### src/rtl/idgate_pkg.sv
package idgate_pkg;
  localparam logic [7:0] OP_ERASE   = 8'h20;
  localparam logic [7:0] OP_PROGRAM = 8'h41;
  localparam logic [7:0] OP_STATUS  = 8'h70;
  localparam logic [7:0] OP_UNLOCK  = 8'hF5;
  localparam logic [7:0] OP_READ    = 8'hFF;

  typedef enum logic [1:0] {
    DEC_REJECT  = 2'd0,
    DEC_FORWARD = 2'd1,
    DEC_UNLOCK  = 2'd2
  } dec_e;
endpackage

### src/rtl/idg_id_compare.sv
module idg_id_compare #(
  parameter int ID_BYTES = 7,
  parameter int BYTE_W   = 8
) (
  input  logic                       clk,
  input  logic                       rst_n,
  input  logic                       start,
  input  logic                       byte_fire,
  input  logic [BYTE_W-1:0]          byte_in,
  input  logic [ID_BYTES*BYTE_W-1:0] ref_id,
  output logic                       collecting,
  output logic                       unlocked,
  output logic                       mismatch
);
  localparam int IDX_W = (ID_BYTES > 1) ? $clog2(ID_BYTES) : 1;
  localparam logic [IDX_W-1:0] LAST = IDX_W'(ID_BYTES - 1);

  logic [IDX_W-1:0]  idx;
  logic [BYTE_W-1:0] ref_byte;
  logic              byte_bad;

  always_comb begin
    ref_byte = ref_id[int'(idx)*BYTE_W +: BYTE_W];
    byte_bad = (byte_in != ref_byte);
  end

  always_ff @(posedge clk) begin
    if (!rst_n) begin
      collecting <= 1'b0;
      unlocked   <= 1'b0;
      mismatch   <= 1'b0;
      idx        <= '0;
    end else if (start) begin
      collecting <= 1'b1;
      mismatch   <= 1'b0;
      idx        <= '0;
    end else if (collecting && byte_fire) begin
      if (byte_bad) mismatch <= 1'b1;
      if (idx == LAST) begin
        collecting <= 1'b0;
        idx        <= '0;
        if (!byte_bad && !mismatch) unlocked <= 1'b1;
      end else begin
        idx <= idx + 1'b1;
      end
    end
  end

  AST_UNLOCK_STICKY: assert property (@(posedge clk) disable iff (!rst_n)
    unlocked |=> unlocked);
  AST_UNLOCK_FROM_FRAME: assert property (@(posedge clk) disable iff (!rst_n)
    $rose(unlocked) |-> $past(collecting) && !mismatch);
  AST_MISMATCH_BLOCKS: assert property (@(posedge clk) disable iff (!rst_n)
    (collecting && mismatch && !unlocked) |=> !unlocked);
endmodule

### src/rtl/idg_decide.sv
module idg_decide
  import idgate_pkg::*;
#(
  parameter int BYTE_W = 8
) (
  input  logic [BYTE_W-1:0] op,
  input  logic              to_boot,
  input  logic              access_ok,
  output dec_e              dec
);
  always_comb begin
    case (op)
      OP_UNLOCK:           dec = DEC_UNLOCK;
      OP_PROGRAM,
      OP_ERASE:            dec = (access_ok && !to_boot) ? DEC_FORWARD : DEC_REJECT;
      OP_READ,
      OP_STATUS:           dec = access_ok ? DEC_FORWARD : DEC_REJECT;
      default:             dec = DEC_REJECT;
    endcase
  end
endmodule

### src/rtl/idg_cmd_hold.sv
module idg_cmd_hold
  import idgate_pkg::*;
#(
  parameter int BYTE_W = 8
) (
  input  logic              clk,
  input  logic              rst_n,
  input  logic              load,
  input  logic [BYTE_W-1:0] op_in,
  input  logic              boot_in,
  input  logic              out_ready,
  output logic              out_valid,
  output logic [BYTE_W-1:0] out_op
);
  logic held_boot;

  always_ff @(posedge clk) begin
    if (!rst_n) begin
      out_valid <= 1'b0;
      out_op    <= '0;
      held_boot <= 1'b0;
    end else if (load) begin
      out_valid <= 1'b1;
      out_op    <= op_in;
      held_boot <= boot_in;
    end else if (out_valid && out_ready) begin
      out_valid <= 1'b0;
    end
  end

  AST_HOLD_STABLE: assert property (@(posedge clk) disable iff (!rst_n)
    (out_valid && !out_ready) |=> out_valid && $stable(out_op));
  AST_NO_BOOT_WRITE: assert property (@(posedge clk) disable iff (!rst_n)
    out_valid |-> !(held_boot && (out_op == OP_PROGRAM || out_op == OP_ERASE)));
endmodule

### src/rtl/cmd_id_gate.sv
module cmd_id_gate
  import idgate_pkg::*;
#(
  parameter int ID_BYTES = 7,
  parameter int BYTE_W   = 8
) (
  input  logic                       clk,
  input  logic                       rst_n,
  input  logic [BYTE_W-1:0]          rx_data,
  input  logic                       rx_valid,
  output logic                       rx_ready,
  input  logic                       mem_blank,
  input  logic [ID_BYTES*BYTE_W-1:0] stored_id,
  input  logic                       tgt_boot,
  output logic                       cmd_valid,
  output logic [BYTE_W-1:0]          cmd_op,
  input  logic                       cmd_ready,
  output logic                       cmd_accept,
  output logic                       cmd_reject,
  output logic                       unlocked,
  output logic [3:0]                 status
);
  logic fire, collecting, mismatch, unlocked_i;
  logic op_byte, start, load, rej_now, rej_flag;
  dec_e dec;

  assign rx_ready   = !cmd_valid;
  assign fire       = rx_valid && rx_ready;
  assign op_byte    = fire && !collecting;
  assign start      = op_byte && (dec == DEC_UNLOCK);
  assign load       = op_byte && (dec == DEC_FORWARD);
  assign rej_now    = op_byte && (dec == DEC_REJECT);
  assign cmd_accept = cmd_valid && cmd_ready;
  assign unlocked   = unlocked_i;
  assign status     = {collecting || cmd_valid, rej_flag, mismatch, unlocked_i};

  idg_decide #(.BYTE_W(BYTE_W)) u_decide (
    .op        (rx_data),
    .to_boot   (tgt_boot),
    .access_ok (unlocked_i || mem_blank),
    .dec       (dec)
  );

  idg_id_compare #(.ID_BYTES(ID_BYTES), .BYTE_W(BYTE_W)) u_idcmp (
    .clk        (clk),
    .rst_n      (rst_n),
    .start      (start),
    .byte_fire  (fire),
    .byte_in    (rx_data),
    .ref_id     (stored_id),
    .collecting (collecting),
    .unlocked   (unlocked_i),
    .mismatch   (mismatch)
  );

  idg_cmd_hold #(.BYTE_W(BYTE_W)) u_hold (
    .clk       (clk),
    .rst_n     (rst_n),
    .load      (load),
    .op_in     (rx_data),
    .boot_in   (tgt_boot),
    .out_ready (cmd_ready),
    .out_valid (cmd_valid),
    .out_op    (cmd_op)
  );

  always_ff @(posedge clk) begin
    if (!rst_n) begin
      cmd_reject <= 1'b0;
      rej_flag   <= 1'b0;
    end else begin
      cmd_reject <= rej_now;
      if (rej_now)   rej_flag <= 1'b1;
      else if (load) rej_flag <= 1'b0;
    end
  end

  AST_LOCKED_GATE: assert property (@(posedge clk) disable iff (!rst_n)
    $rose(cmd_valid) |-> $past(unlocked_i || mem_blank));
  AST_REJECT_NO_CMD: assert property (@(posedge clk) disable iff (!rst_n)
    cmd_reject |-> !$rose(cmd_valid) && rej_flag);
  AST_BUSY_WHILE_HELD: assert property (@(posedge clk) disable iff (!rst_n)
    (cmd_valid && !cmd_ready) |=> status[3] && !rx_ready);
endmodule

### config.mk
export PLATFORM = sky130hd
export DESIGN_NAME = cmd_id_gate
export DESIGN_NICKNAME = d
export VERILOG_FILES = /design/src/rtl/idgate_pkg.sv /design/src/rtl/idg_id_compare.sv /design/src/rtl/idg_decide.sv /design/src/rtl/idg_cmd_hold.sv /design/src/rtl/cmd_id_gate.sv
export SDC_FILE = /design/constraint.sdc
export NUM_CORES = 1
export LEC_CHECK = 0
export ABC_AREA = 1
export BUFFER_PORTS_ARGS = -buffer_cell sky130_fd_sc_hd__buf_2
export CORE_MARGIN = 1.5
export CORE_UTILIZATION = 30
export DETAILED_ROUTE_END_ITERATION = 10
export PLACE_DENSITY_LB_ADDON = 0.3
export SLEW_MARGIN = 20
export SYNTH_ARGS = -nofsm -noshare
export SYNTH_HDL_FRONTEND = slang
export SYNTH_SLANG_ARGS = --single-unit
### constraint.sdc
create_clock -name clk -period 1.4 [get_ports clk]
set_input_delay 0.14 -clock clk [delete_from_list [all_inputs] [get_ports clk]]
set_output_delay 0.14 -clock clk [all_outputs]
set_load 0.05 [all_outputs]
* Word level (Yosys, flattened, before mapping)
Index checks and enable logic that the tools add are counted.
Cells by class: eq/ne operators 9, multiplexer cells 11, reduce and logical (&&, ||, !) cells 27, shift operators 1, add/sub/neg operators 1, bitwise logic cells 2
Operators by type and width (number):
- indexed part select 56 x 7 -> 8 bit | 1
- equality test 8 x 7 -> 1 bit (second input constant) | 2
- equality test 8 bit (second input constant) | 2
- logical AND 1 bit | 9
- 2-to-1 mux 1 bit | 9
- equality test 8 x 6 -> 1 bit (second input constant) | 1
- inequality test 8 bit | 1
- nonzero test 2 bit | 4
- one-hot mux 2 bit (3 select lines) | 1
- OR reduction 2 bit | 3
- zero test 1 bit | 5
- AND reduction 2 bit | 2
- AND reduction 4 bit | 1
- adder 3 x 1 -> 3 bit (second input constant) | 1
- equality test 3 bit (second input constant) | 1
- 2-to-1 mux 3 bit | 1
- equality test 2 x 1 -> 1 bit (second input constant) | 1
- equality test 2 bit (second input constant) | 1
- zero test 2 bit | 1
- logical OR 1 bit | 2
- inverter 1 bit | 2
Storage, ports and cells: register bits after elaboration 17, input bits 70, word-level logic and storage cells 59, output and inout bits 17

* Depth between registers and ports, before layout
Gate-level depths: netlist (run 1).
depth in word-level cells 8, gate-level depth with buffers 16, mapped depth without buffers 14

* By module
A second synthesis (run 1) with hierarchy kept.
Unflattened totals: cells, all modules 335, area, all modules 1762.9 um^2
By module, submodules not included:
- idg_id_compare | area each 1139.8 um^2, cells each 232, times used 1, seq. area each 120.1 um^2
- idg_cmd_hold | area each 304.0 um^2, cells each 38, times used 1, seq. area each 180.2 um^2
- idg_decide | area each 162.7 um^2, cells each 39, times used 1, seq. area each 0.0 um^2
- cmd_id_gate | area each 156.4 um^2, cells each 26, times used 1, seq. area each 40.0 um^2

* Worst setup path after synthesis (run 1)
OpenSTA, ideal clock, no wires.
path kind flip-flop to flip-flop, start register u_hold.out_valid, end register u_hold.out_op[1], arrival 2221 ps, setup slack -939 ps, clock period less this slack 2339 ps, data required time 1282 ps, path buffers 0, setup time 118 ps, cell stages (with the launch flop) 7, cell sequence dfxtp_1 inv_1 nand2_1 nor3_1 nand3_4 o21ai_2 nor2_1
On the way: cells in the longest elaborated chain, start to end 4
RTL lines:
- start, declared | RTL line idg_cmd_hold.sv:12 | output logic out_valid,
- start signal, assigned | RTL line idg_cmd_hold.sv:19 | out_valid <= 1'b0;
- start signal, assigned | RTL line idg_cmd_hold.sv:23 | out_valid <= 1'b1;
- start signal, assigned | RTL line idg_cmd_hold.sv:27 | out_valid <= 1'b0;
- zero test 1 bit | RTL line cmd_id_gate.sv:27 | assign rx_ready = !cmd_valid;
- net rx_ready | RTL line cmd_id_gate.sv:11 | output logic rx_ready,
- logical AND 1 bit | RTL line cmd_id_gate.sv:28 | assign fire = rx_valid && rx_ready;
- logical AND 1 bit | RTL line cmd_id_gate.sv:29 | assign op_byte = fire && !collecting;
- logical AND 1 bit | RTL line cmd_id_gate.sv:31 | assign load = op_byte && (dec == DEC_FORWARD);
- end signal, assigned | RTL line idg_cmd_hold.sv:24 | out_op <= op_in;
- end, declared | RTL line idg_cmd_hold.sv:13 | output logic [BYTE_W-1:0] out_op
The timed path passes the listed nets, and every way through them passes these cells. A chain may end at the register's enable or synchronous reset.

* Final worst setup path (run 1)
start register u_idcmp.idx[0], end register u_idcmp.unlocked
On the way: cells in the longest elaborated chain, start to end 5, elaborated cells between the ends (all ways) 6, those cells by class 2 x eq/ne; 1 x shift; 3 x reduce/logical
RTL lines:
- start, declared | RTL line idg_id_compare.sv:18 | logic [IDX_W-1:0] idx;
- start signal, assigned | RTL line idg_id_compare.sv:44 | idx <= idx + 1'b1;
- indexed part select 56 x 7 -> 8 bit | RTL line idg_id_compare.sv:23 | ref_byte = ref_id[int'(idx)*BYTE_W +: BYTE_W];
- inequality test 8 bit | RTL line idg_id_compare.sv:24 | byte_bad = (byte_in != ref_byte);
- zero test 1 bit | RTL line idg_id_compare.sv:42 | if (!byte_bad && !mismatch) unlocked <= 1'b1;
- logical AND 1 bit | RTL line idg_id_compare.sv:42
- AND reduction 4 bit (no source line) (*)
- end signal, assigned | RTL line idg_id_compare.sv:30 | unlocked <= 1'b0;
- end signal, assigned | RTL line idg_id_compare.sv:42
- end, declared | RTL line idg_id_compare.sv:12 | output logic unlocked,
Mark *: on every way between the ends. The rest lies on a longest branch, timed or not.

==> flow_results.org, run 1 <==
** Run status
- The flow ran to the end, but the final reports show violations.
- The checks that failed: negative setup slack.

** Clocking
- For the worst-skew pair, the clock arrives at the later sink with an insertion delay of 0.24 ns.
- TritonCTS built the clock tree.
- Counting the buffers created by CTS gives 3.
- Maximum clock path buffer count :: 2
- Clock-pin slew was measured on the worst setup and hold paths at 0.07 ns.
- Max H-tree Level :: 1
- CTS saw 17 sinks.
- Root Buffer Master :: sky130_fd_sc_hd__clkbuf_8
- Hold repair after CTS inserted 0 buffers.

** Critical path
- Of all nets on the critical path, the largest fanout is 8.
- The most numerous cell type found on the critical path is sky130_fd_sc_hd__nand2_1.
- Delay of the slowest critical-path stage :: 0.38 ns
- Buffers plus inverters on the worst setup path :: 2
- The worst setup path is captured at a flip-flop.
- Data arrival time at the worst-slack endpoint :: 1.70 ns
- Traced cell by cell, the critical path runs through buf_6 -> buf_12 -> nand2_2 -> nand2_1 -> nand2_1 -> nand2_1 -> nand2_2 -> nand2_2 -> nand2_1 -> nand2_1 -> nand2_1 -> nor2_2 -> nand3_1 -> a21oi_1.
- Crit-path slowest cell :: sky130_fd_sc_hd__dfxtp_4
- On the critical path the largest part of the delay comes from simple AND/OR/NAND/NOR gates.
- CP required :: 1.57 ns
- Worst setup SP type :: flip-flop
- Setup slack on the worst reg-to-reg path comes out at -0.13 ns.
- The critical path is of the reg2reg type.

** Routing
- After detailed routing, the average wire length per cell comes to 10.2 µm.
- For this block, the routed nets add up to 4950 µm of wire.
- Number of antenna-violating nets in the routed design :: 0
- For this block, the initial DRC count from the detailed router was 94.
- Using the TritonRoute via totals, the vias-per-cell ratio works out to 4.43.
- Number of vias after detailed routing :: 2155
- After detailed routing, the number of remaining DRC violations is 0.
- The first TritonRoute pass finished after 4 iterations.

** Timing
- Peak Freq :: 655 MHz
- In this run the tightest slew margin relative to its limit is 75.4%.
- Slew Viols, Final :: 0
- Setup repair after global routing could not meet its margin everywhere.
- Final setup violation count :: 2
- Final critical path time including I/O delays and setup :: 1.53 ns
- The final critical path takes up 109% of the cycle.
- The final hold violation count came to 0.
- Setup slack on the critical path of the routed design comes to -0.126 ns.
- Between clock sinks in the finished design, the worst skew comes to 0.00511 ns.
- Worst Hold Slack :: 0.163 ns
- Slew at the pin closest to its max-slew limit :: 0.370 ns

** Yosys
- The mapped netlist covers 0.00164 mm².
- Number of synthesized register bits :: 17
- The synthesized design devotes to its leading area cell type 27.9% of total area.
- After Yosys synthesis, and, or, nand and nor cells account for 50.8% of the synthesized area.
- For this run, the number of Yosys warnings is 0.
- Multiplexer cells account for 0% of the synthesized area.
- Post-synthesis cell type count :: 26
- Ranking of synthesized cells by area :: sky130_fd_sc_hd__nand2_1, sky130_fd_sc_hd__dfxtp_1, sky130_fd_sc_hd__inv_1
- Mapped Cells :: 306
- Combinational family with the most area after synthesis :: simple AND/OR/NAND/NOR gates
- Of the total synthesized cell area, the portion taken by XOR and XNOR cells is 0%.
- Of the synthesized area, sequential elements account for 20.7%.
- Summing the areas of all fa, ha and maj instances in the mapped netlist gives 0% of the synthesized area.
- The synthesized netlist devotes 9.15% of its cell area to compound gates.
- Cell type with the highest aggregate area in the netlist :: sky130_fd_sc_hd__nand2_1
- Averaged over all synthesized cells, the footprint is 5.36 µm².
- Synthesized net count :: 376

** Place
- # port buffers :: 86
- Placed standard-cell area :: 0.00235 mm²
- Detailed placer's ending HPWL :: 4110 µm
- RD Place Congestion :: 0.859
- OpenSTA, run right after detailed placement, puts the worst setup slack at -0.187 ns.

** GRT
- Number of global-route vias before repair :: 1951
- Across every metal layer, demand over resource in global routing totals 16.7%.
- After global routing the overflow that remains totals 0.
- The initial antenna violation count is 0.
- Largest net degree at the start of global routing :: 14
- The first global-routing pass estimated 8300 µm of wire.

** Floorplanning
- For this configuration, the core starts out at a cell density of 31.5%.
- Chip height :: 76.9 µm
- Num rows :: 26
- For this design the top-level I/O count stands at 87.
- The region available for standard cell placement spans 0.00520 mm².
- Floorplan die width :: 76.9 µm
- Total Die Area :: 0.00592 mm²

** Finish
- 0 antenna diodes ended up in the layout.
- Total non-filler cell area in the finished layout :: 0.00248 mm²
- In the final design database the tool counted 487 nets.
- Fill cell total of the finished layout :: 580
- Leaving out fill and tap cells, the most frequent cells in the layout are sky130_fd_sc_hd__nand2_1, sky130_fd_sc_hd__buf_2, sky130_fd_sc_hd__inv_1.
- Commonest non-fill, non-tap cell in the layout :: sky130_fd_sc_hd__nand2_1
- Fraction of layout instances using a drive strength above 1 :: 37.5%
- Relative to the synthesized area, the layout overhead comes to 51.5%.

** Power
- IR analysis of the VDD net gives a maximum drop of 0.000437 V.
- Part of the power in combinational logic :: 27.7%
- The analysis attributes to cell leakage a power of 1.42 nW.
- Power Dens Cells :: 469 mW/mm²
- Clk network pwr share :: 30.5%
- Sequential share of power :: 41.8%
- Switch share :: 28.1%
- Cell internal power dissipation :: 0.000839 W
- Power comes to 0.00117 W.
- In this run the power spent charging and discharging nets is 0.000328 W.

** Flow run
- Max-capacitance violation count :: 0

** Worst hold path
- Type of the tightest min-delay check :: in2reg
[final timing paths]
kind                           end  depth (start not counted)              from
setup / recovery  u_idcmp.unlocked                         14    u_idcmp.idx[0]
hold / removal    u_hold.out_valid                          3         cmd_ready
setup reg to reg  u_idcmp.unlocked                         14    u_idcmp.idx[0]
hold reg to reg   u_hold.out_op[0]                          2  u_hold.out_op[0]
[flip-flops by register name, indices dropped and copies added, names as in the netlist]
register	cells
cmd_reject	1
rej_flag	1
u_hold.out_op	8
u_hold.out_valid	1
u_idcmp.collecting	1
u_idcmp.idx	3
u_idcmp.mismatch	1
u_idcmp.unlocked	1
[power groups by stage]
stage / Clock, W / Combinational, W / Sequential, W
floorplan: 0 / 0.000144 / 0.000510
global placement: 0 / 0.000313 / 0.000500
detailed placement: 0 / 0.000316 / 0.000500
CTS: 0.000371 / 0.000322 / 0.000487
global route: 0.000396 / 0.000363 / 0.000487
finish: 0.000356 / 0.000323 / 0.000487
[repair_timing]
action,CTS,global route
buffers inserted,1,0
endpoints found under the setup margin,2,7
resized for setup,18,7
pin swaps,5,2
[kinds of logic (layout without fill, tap and decap cells)]
group,Yosys count,in the layout
buf+inv,70,180
simple gates,197,197
compound gates,22,22
flops,17,17
[layer usage]
| metal | share of wire [%] | track usage (%) | routed length (µm) | up-vias |
|---|---|---|---|---|
| met5 | 0 | 0 | 0 | - |
| met4 | 1.1 | 3.89 | 55 | 0 |
| met3 | 6.8 | 2.14 | 337 | 6 |
| met2 | 46 | 28.5 | 2290 | 60 |
| met1 | 46 | 22.2 | 2270 | 934 |
| li1 | - | - | - | 1155 |
[cell type report]
class | count | area (µm²) | area share, %
Sequential cell | 17 | 350 | 14.1
Inverter | 58 | 226 | 9.11
Clock buffer | 4 | 45.0 | 1.81
Tap cell | 70 | 87.6 | 3.52
Timing Repair Buffer | 118 | 694 | 27.9
Multi-Input combinational cell | 219 | 1080 | 43.5
[cell usage after synthesis]
library cell / count
sky130_fd_sc_hd__or2_1: 1
sky130_fd_sc_hd__o21ai_0: 4
sky130_fd_sc_hd__inv_4: 1
sky130_fd_sc_hd__or2_2: 3
sky130_fd_sc_hd__nor4_1: 1
sky130_fd_sc_hd__a211oi_1: 1
sky130_fd_sc_hd__a221oi_4: 1
sky130_fd_sc_hd__nand3_1: 33
sky130_fd_sc_hd__inv_1: 54
sky130_fd_sc_hd__nor3_1: 2
sky130_fd_sc_hd__nor2_1: 25
sky130_fd_sc_hd__o21ai_2: 1
sky130_fd_sc_hd__o21ai_1: 2
sky130_fd_sc_hd__nand3_4: 1
sky130_fd_sc_hd__nor2_2: 2
sky130_fd_sc_hd__inv_2: 3
sky130_fd_sc_hd__nand2_1: 122
sky130_fd_sc_hd__nand4_1: 6
sky130_fd_sc_hd__nand3b_1: 1
sky130_fd_sc_hd__dfxtp_1: 17
sky130_fd_sc_hd__buf_6: 3
sky130_fd_sc_hd__a21oi_1: 10
sky130_fd_sc_hd__o211ai_1: 2
sky130_fd_sc_hd__buf_2: 2
sky130_fd_sc_hd__buf_4: 7
sky130_fd_sc_hd__o22ai_2: 1
[metrics by stage]
step | setup TNS (ns) | cells | util (%)
after floorplan | -1.05 | 306 | -
final | -0.249 | 486 | 47.7
after detailed placement | -0.834 | 481 | 45.2
after global placement | -0.724 | 481 | 45.2
after global routing | -0.629 | 486 | 47.7
after CTS | -0.242 | 486 | 47.3
[worst reg2reg max path, delay by kind of cell (launching register included)]
family,cells,cell delay (ns)
flops,1,0.38
buf+inv,2,0.26
compound gates,1,0.12
simple gates,11,0.69
(Power assumes the default switching activity.)
==> run 2, diff against run 1 <==
--- a/config.mk
+++ b/config.mk
@@ -5,11 +5,11 @@
 export SDC_FILE = /design/constraint.sdc
 export NUM_CORES = 1
 export LEC_CHECK = 0
-export ABC_AREA = 1
 export BUFFER_PORTS_ARGS = -buffer_cell sky130_fd_sc_hd__buf_2
 export CORE_MARGIN = 1.5
 export CORE_UTILIZATION = 30
 export DETAILED_ROUTE_END_ITERATION = 10
+export MAX_ROUTING_LAYER = met4
 export PLACE_DENSITY_LB_ADDON = 0.3
 export SLEW_MARGIN = 20
 export SYNTH_ARGS = -nofsm -noshare
==> run 2 against run 1 <==
The flow finishes with violations (design-rule violations, negative setup slack). Sequential cell count unchanged. Critical path depth decreased by 7. Via count decreased by 23%. Area after synthesis decreased by 13%. Register-to-register slack got worse by 0.30 ns. First-iteration DRC count decreased by 38%. Clock skew decreased by 0.0025 ns. Design area decreased by 5.8%. Final cell count decreased by 31%. Maximum frequency decreased by 16%. Clock power increased by 3%. Total power decreased by 0.98%. Critical endpoint unchanged. Highest routed layer unchanged.
==> flow_results.org, run 2 <==
** Yosys
- Proportion of synthesized flip-flops having asynchronous set or reset :: 0%
- Summed over all instances, the cell type with the most area after synthesis is sky130_fd_sc_hd__dfxtp_1.
- Ranking of synthesized cells by area :: sky130_fd_sc_hd__dfxtp_1, sky130_fd_sc_hd__mux2i_1, sky130_fd_sc_hd__nor2b_1
- The synthesized netlist devotes 25.2% of its cell area to simple gates.
- Yosys synthesis warning count :: 0
- Among all cell types in the netlist, the one instantiated most often is sky130_fd_sc_hd__mux2i_1.
- Summed over its instances, the top area cell type makes up 23.9% of the synthesized netlist area.
- Summed instance area of the synthesized netlist :: 0.00142 mm²
- Post-synth EDFFs :: 0
- Post-synthesis cell type count :: 39
- Of the total synthesized cell area, the portion taken by XOR and XNOR cells is 0%.
- Portion of netlist area occupied by mux cells :: 24.7%
- Combinational family with the most area after synthesis :: simple AND/OR/NAND/NOR gates
- Number of synthesized register bits :: 17
- The cell count after synthesis came out at 167.
- The synthesized netlist devotes 19.2% of its cell area to compound gates.
- Adder-cell share of the synthesized area :: 0%
- For this run, the register share of the synthesized area comes to 23.9%.
- Flip-flop cell with the highest count after synthesis :: sky130_fd_sc_hd__dfxtp_1
- Counting every net in the synthesized netlist gives 237.
- Commonest cells in the synthesized netlist :: sky130_fd_sc_hd__mux2i_1, sky130_fd_sc_hd__nor2b_1, sky130_fd_sc_hd__dfxtp_1
- Synth Area per Inst :: 8.52 µm²

** Place
- Buffers placed on the I/O ports in this run total 86.
- Pre-CTS WS :: -0.563 ns
- Detailed placer's ending HPWL :: 3400 µm
- Including well taps, the total number of placed cells is 324.
- After detailed placement, the total cell area comes to 0.00211 mm².
- Routability-driven placement finished with a final weighted congestion of 0.811.

** Critical path
- Critical path fanouts, max :: 7
- The most critical setup path has its endpoint at u_idcmp.unlocked.
- Crit path launch :: u_idcmp.idx[1]
- The worst setup path is launched from a flip-flop.
- Critical path type :: reg2reg
- For this design, the slowest cell found on the critical path is sky130_fd_sc_hd__dfxtp_4.
- For the worst setup path, the data arrival time is 1.97 ns.
- Top cell by count, worst path :: sky130_fd_sc_hd__a22o_1
- Delay of the slowest critical-path stage :: 0.39 ns
- Buffers plus inverters on the worst setup path :: 1
- Kind of cell adding the most delay to the critical path :: simple AND/OR/NAND/NOR gates
- CP required :: 1.54 ns
- Reg-to-reg slack, setup :: -0.43 ns
- The critical path goes through buf_6 -> mux2i_4 -> a22o_1 -> or3_1 -> nand4_1 -> nor4_4 -> a22o_1.
- Worst reg2reg endpoint :: u_idcmp.unlocked
- The number of cells on the worst reg-to-reg path is 7.
- Reg-to-reg startpoint :: u_idcmp.idx[1]
- The worst setup path is captured at a flip-flop.
- Counting buffers and inverters, the worst setup path is 7 cells deep.

** Timing
- The final hold violation count is 0.
- Of the available clock period, the critical path in the final layout requires 130%.
- Clock tree skew after final layout :: 0.00257 ns
- For the pin with the worst max-slew slack, the measured transition is 0.381 ns.
- Unrepaired setup endpoints after global routing :: true
- Slew Viols, Final :: 0
- Peak Freq :: 548 MHz
- Final critical path time including I/O delays and setup :: 1.83 ns
- Across all setup checks in the final design, the least slack found is -0.425 ns.
- Hold is met by 0.212 ns.
- Setup violations remaining at the end of the flow were counted as 11.
- Rel. slew slack :: 74.5%

** Finish
- Total non-filler cell area in the finished layout :: 0.00234 mm²
- Fill cells in the final layout number 446.
- Top library cells by usage in the layout, fill and taps aside :: sky130_fd_sc_hd__buf_2, sky130_fd_sc_hd__buf_4, sky130_fd_sc_hd__mux2i_1
- At the end of the flow, the number of nets in the layout was 352.
- Once layout is complete, the cells apart from fillers number 333.
- From synthesis to final layout, the design area changed by 64.5%.
- u_hold.out_op holds more flip-flops than any other register.
- Cells with a size suffix above 1 make up 58.4% of the layout.
- Commonest non-fill, non-tap cell in the layout :: sky130_fd_sc_hd__buf_2
- Final Util :: 52.6%
- The largest registers in the layout are u_hold.out_op: 8 flops, u_idcmp.idx: 3 flops.
- Count of antenna diodes in the layout :: 0
- The register with the most flip-flops in the layout has 8 of them.

** Routing
- Dividing the detail-routed wire length by the instance count gives 13.1 µm.
- Highest Signal Layer :: met4
- Wire segments on met3 add up to 179 µm in the final route.
- Via density per instance :: 4.96
- First-pass iteration count of the detailed router :: 7
- After the first detailed-routing iteration, the DRC count stood at 58.
- The routed design has 4350 µm of wire.
- After detailed routing, the number of remaining DRC violations is 4.
- Wire length on met1 :: 1840 µm
- Number of antenna-violating nets in the routed design :: 0
- Detailed routing placed a total of 2260 µm of wire on met2.
- Number of vias after detailed routing :: 1651

** Clocking
- In this run, post-CTS hold repair placed 0 buffers.
- CTS saw 17 sinks.
- TritonCTS built the clock tree.
- Clock-pin slew was measured on the worst setup and hold paths at 0.07 ns.
- Clock latency on the worst-skew pair :: 0.25 ns
- TritonCTS created 3 clock buffers.
- The tree is rooted in a sky130_fd_sc_hd__clkbuf_8.
- Maximum clock path buffer count :: 2
- CTS built an H-tree with a depth of 1.

** GRT
- Number of global-route vias before repair :: 1575
- The initial antenna violation count was 0.
- For this run the aggregate overflow at the end of global routing stands at 0.
- Total track usage :: 17.4%
- Largest net degree at the start of global routing :: 17
- The first global-routing pass estimated 7020 µm of wire.

** Floorplanning
- In this run the count of I/O pins placed on the die edge is 87.
- In this run the horizontal extent of the chip is 71.9 µm.
- The core region is 0.00444 mm².
- Measured along the y axis, the die boundary spans 71.9 µm.
- The floorplan has 24 rows.
- Initial standard-cell utilization of the core :: 32.0%
- Total Die Area :: 0.00516 mm²

** Flow run
- Max-capacitance violation count :: 0

** Worst hold path
- The min-delay analysis places its worst path in the category in2reg.
- Hold-critical path depth :: 3

** Run status
- Failing checks :: design-rule violations, negative setup slack
- Run status :: finished with violations

** Power
- IR analysis of the VDD net gives a maximum drop of 0.000275 V.
- Pleak :: 1.05 nW
- For this design the ratio of total power to cell area is 494 mW/mm².
==> run 2: changes by cell type in the layout (fill, tap and decap cells not counted), moves of 14 or more <==
cell | before | now
sky130_fd_sc_hd__inv_1 | 53 | 1
sky130_fd_sc_hd__nor2_1 | 21 | 7
sky130_fd_sc_hd__nor2b_1 | 0 | 16
sky130_fd_sc_hd__mux2i_1 | 0 | 23
sky130_fd_sc_hd__nand3_1 | 31 | 4
sky130_fd_sc_hd__nand2_1 | 113 | 7
==> run 2: cells by family after synthesis <==
kind of cell	Yosys count
mux	34
buf+inv	15
flops	17
simple gates	63
compound gates	38
==> run 2: area by class of cell <==
| class | instances | area, µm² | share of cell area (%) |
|---|---|---|---|
| clock buffer | 3 | 41.3 | 1.76 |
| clock inverter | 1 | 5.00 | 0.214 |
| inverter | 2 | 11.3 | 0.481 |
| multi-input combinational | 135 | 1100 | 46.9 |
| sequential | 17 | 352 | 15.0 |
| tap | 52 | 65.1 | 2.78 |
| timing repair buffer | 123 | 768 | 32.8 |
==> run 2: repair_timing <==
item                                    4_1_cts  5_1_grt
resized for setup                            26        8
endpoints found under the setup margin       11       12
buffers inserted                              3        2
pin swaps                                    14        9
gates cloned                                  1        0
==> run 2: worst min path at each step <==
| stage | start | end |
|---|---|---|
| after floorplan | rst_n | u_hold.out_op[0] |
| after global placement | cmd_ready | u_hold.out_valid |
| after detailed placement | cmd_ready | u_hold.out_valid |
| after CTS | cmd_ready | u_hold.out_valid |
| after global routing | cmd_ready | u_hold.out_valid |
| final | cmd_ready | u_hold.out_valid |
==> run 2: worst reg2reg max path: stages, from the launching register on <==
cell and delay, ns:
sky130_fd_sc_hd__dfxtp_4 0.39, sky130_fd_sc_hd__buf_6 0.15, sky130_fd_sc_hd__mux2i_4 0.18, sky130_fd_sc_hd__a22o_1 0.21, sky130_fd_sc_hd__or3_1 0.38, sky130_fd_sc_hd__nand4_1 0.14, sky130_fd_sc_hd__nor4_4 0.07, sky130_fd_sc_hd__a22o_1 0.20
==> run 2: per-stage QoR <==
step           total power (W)  setup TNS (ns)
2_1_floorplan         0.000622           -2.36
3_3_place_gp          0.000776           -4.93
3_5_place_dp          0.000780           -5.33
4_1_cts                0.00116           -2.14
5_1_grt                0.00122           -3.05
6_report               0.00116           -2.15
==> run 2: power by group <==
group / switching (W) / internal (W) / total, W
clock network: 0.000170 / 0.000197 / 0.000367
registers: 0.00000184 / 0.000484 / 0.000486
logic: 0.000132 / 0.000170 / 0.000302
==> run 2: layer usage <==
metal,track usage (%),vias up
met5,-,-
met4,5.45,0
met3,3.23,10
met2,30.8,45
met1,19.7,749
li1,-,847
==> run 3, diff against run 2 <==
--- a/config.mk
+++ b/config.mk
@@ -6,12 +6,12 @@
 export NUM_CORES = 1
 export LEC_CHECK = 0
 export BUFFER_PORTS_ARGS = -buffer_cell sky130_fd_sc_hd__buf_2
+export CORE_ASPECT_RATIO = 2
 export CORE_MARGIN = 1.5
 export CORE_UTILIZATION = 30
 export DETAILED_ROUTE_END_ITERATION = 10
 export MAX_ROUTING_LAYER = met4
 export PLACE_DENSITY_LB_ADDON = 0.3
-export SLEW_MARGIN = 20
 export SYNTH_ARGS = -nofsm -noshare
 export SYNTH_HDL_FRONTEND = slang
 export SYNTH_SLANG_ARGS = --single-unit
==> run 3 against run 2 <==
Clock skew barely moved. The run ends with negative setup slack left. Sequential cell count did not move. Clock-buffer cell count rose by 1. Utilization fell by 1.4 points. Design area rose by 0.75%.
==> flow_results.org, run 3 (synthesized netlist as in run 2, its figures left out) <==
** Finish
- The largest registers in the layout are u_hold.out_op: 8 flops, u_idcmp.idx: 3 flops.
- Count of antenna diodes in the layout :: 0
- The register with the most flip-flops in the layout has 8 of them.
- Fraction of layout instances using a drive strength above 1 :: 56.1%
- Area of the multi-input gates :: 0.00109 mm²
- Commonest non-fill, non-tap cell in the layout :: sky130_fd_sc_hd__buf_2
- The sequential cells in the finished layout cover a total of 349 µm².
- Finished Layout Cells :: 335
- In the final design database the tool counted 351 nets.
- Final Util :: 51.3%
- Ranked by flip-flop count, first place goes to u_hold.out_op.
- Counting the fill cells in the layout gives 478.
- Top library cells by usage in the layout, fill and taps aside :: sky130_fd_sc_hd__buf_2, sky130_fd_sc_hd__buf_4, sky130_fd_sc_hd__mux2i_1
- Synth-to-layout area growth :: 65.7%

** Routing
- After detailed routing, the number of remaining DRC violations is 0.
- The detailed router finished its first iteration with 16 violations.
- Via density per instance :: 5.06
- DR WL met2 :: 2750 µm
- In the final routing, the length of wire on met1 measures 1570 µm.
- Number of vias after detailed routing :: 1694
- Highest Signal Layer :: met4
- Average routed wire per standard cell :: 13.8 µm
- The count of nets left with antenna violations once routing finished came out at 0.
- Met3 wire length :: 221 µm
- The first detailed-routing pass took 6 iterations.
- The final layout contains routed wiring with a total length of 4630 µm.

** Critical path
- Reg-to-reg slack, setup :: -0.49 ns
- Ordered list of cells on the worst path :: buf_12 -> buf_6 -> mux2_4 -> o22ai_4 -> or3_1 -> nand4_1 -> nor4_4 -> a22o_1
- Data arrival time at the worst-slack endpoint :: 2.08 ns
- Data on the critical path is required at its endpoint by 1.59 ns.
- The critical path in this run is classified as reg2reg.
- Crit-path slowest cell :: sky130_fd_sc_hd__dfxtp_4
- The worst register-to-register path ends at u_idcmp.unlocked.
- The startpoint identified for the worst register-to-register timing path is u_idcmp.idx[1].
- Worst setup SP type :: flip-flop
- Critical Path End Type :: flip-flop
- Measured in cells, the most critical reg-to-reg path has a length of 8.
- Delay of the slowest critical-path stage :: 0.38 ns
- Critical path fanouts, max :: 5

** Timing
- Peak Freq :: 529 MHz
- Slew at the pin closest to its max-slew limit :: 0.385 ns
- Rel. slew slack :: 74.2%
- Clock tree skew after final layout :: 0.00282 ns
- The final hold violation count came to 0.
- The number of pins with negative max-slew slack in the final report was 0.
- Setup violations remaining at the end of the flow were counted as 12.
- Unrepaired setup endpoints after global routing :: true
- After layout, the minimum clock period comes to 1.89 ns.
- Fin worst setup slack :: -0.489 ns
- After layout, the worst path uses 135% of the clock period.

** Clocking
- In this run the number of H-tree levels came out at 1.
- Maximum clock path buffer count :: 2
- Clock tree synthesis inserted a total of 3 buffers.
- The tree is rooted in a sky130_fd_sc_hd__clkbuf_8.
- After clock tree synthesis, the clock-pin slew on the worst setup and hold paths is 0.07 ns.
- Hold buffers post-CTS :: 0
- TritonCTS built the clock tree.
- For this design, the sink count on the clock tree is 17.
- Clock latency on the worst-skew pair :: 0.25 ns

** Power
- Pleak :: 1.05 nW
- Power spread over the standard cell area amounts to 487 mW/mm².
- IR analysis of the VDD net gives a maximum drop of 0.000452 V.

** GRT
- The initial antenna violation count came to 0.
- The first global-routing pass estimated 7270 µm of wire.
- Number of global-route vias before repair :: 1703
- In the global route stage, overall resource usage came out at 18.9%.
- Largest net degree at the start of global routing :: 17
- Global routing finished with a remaining overflow of 0.

** Floorplanning
- The floorplan step defined a die boundary enclosing 0.00519 mm².
- I/O pin cnt :: 87
- Floorplan die width :: 51.7 µm
- For this configuration, the core starts out at a cell density of 30.9%.
- The floorplan has 35 rows.
- Placeable core region :: 0.00460 mm²
- The die is 100 µm tall.

** Flow run
- Max-cap violations in this run came to 0.

** Place
- The wire-length estimate of the detail-placed layout is 3630 µm.
- RD Place Congestion :: 0.781
- During placement, the flow inserted port buffers numbering 86.
- # placed instances :: 324

** Worst hold path
- Hold-critical path depth :: 3
- The worst hold path begins at cmd_ready.
- Hold Path Sink :: u_hold.out_valid
- Type of the tightest min-delay check :: in2reg

** Run status
- Run status :: finished with violations
- Failing checks :: negative setup slack
## run 3: cell types whose count changed in the layout (fill, tap and decap cells not counted), sizes merged
cell and delta:
clkinv -1, clkbuf +1, buf -1
## run 3: power by group
part	leakage (nW)	internal (W)	switching (W)
Sequential	0.140	0.000484	0.00000154
Clock	0.0228	0.000202	0.000167
Combinational	0.892	0.000164	0.000129
## run 3: layout make-up
cell class,count,area share (%)
flip-flops and latches,17,14.8
multi-input cells,135,46.2
repair buffers,122,33.7
clock buffers,4,1.91
well taps,55,2.92
inverters,2,0.478
## run 3: worst max path at each step
stage / start / to / slack [ns] / cells past startpoint
final: u_idcmp.idx[1] / u_idcmp.unlocked / -0.49 / 8
after global routing: u_idcmp.idx[1] / u_idcmp.unlocked / -0.57 / 8
after CTS: u_idcmp.idx[1] / u_idcmp.unlocked / -0.46 / 8
after detailed placement: u_idcmp.idx[1] / u_idcmp.mismatch / -0.50 / 7
after global placement: u_idcmp.idx[1] / u_idcmp.mismatch / -0.47 / 7
after floorplan: u_idcmp.idx[1] / u_idcmp.unlocked / -0.26 / 8
## run 3: what timing repair did
action                                  in CTS  in global routing
cloned                                       2                  0
resized for setup                           25                 11
endpoints found under the setup margin      12                 12
pin swaps                                   13                  9
setup buffers                                5                  0
## run 3: layer usage
metal  up-vias  track usage [%]
li1        846                -
met1       769             17.1
met2        69             37.4
met3        10             1.79
met4         0             8.50
met5         -                -
## run 3: stage by stage
stage                     setup WS, ns  total power (W)  hold WS (ns)  instance area [µm²]  TNS [ns]
after floorplan                 -0.264         0.000622         0.268                 1490     -2.36
after global placement          -0.466         0.000771         0.470                 2100     -5.18
after detailed placement        -0.498         0.000773         0.480                 2100     -5.65
after CTS                       -0.464          0.00115         0.210                 2310     -2.19
after global routing            -0.572          0.00121         0.224                 2360     -3.38
final                           -0.489          0.00115         0.205                 2360     -2.09
## run 3: worst max-delay path: cells and delay by family, from the launching register on
family,cells,cell delay [ns]
buffers and inverters,2,0.25
muxes,1,0.30
and+or+nand+nor,3,0.59
AOI/OAI and AO/OA,2,0.30
DFF,1,0.38
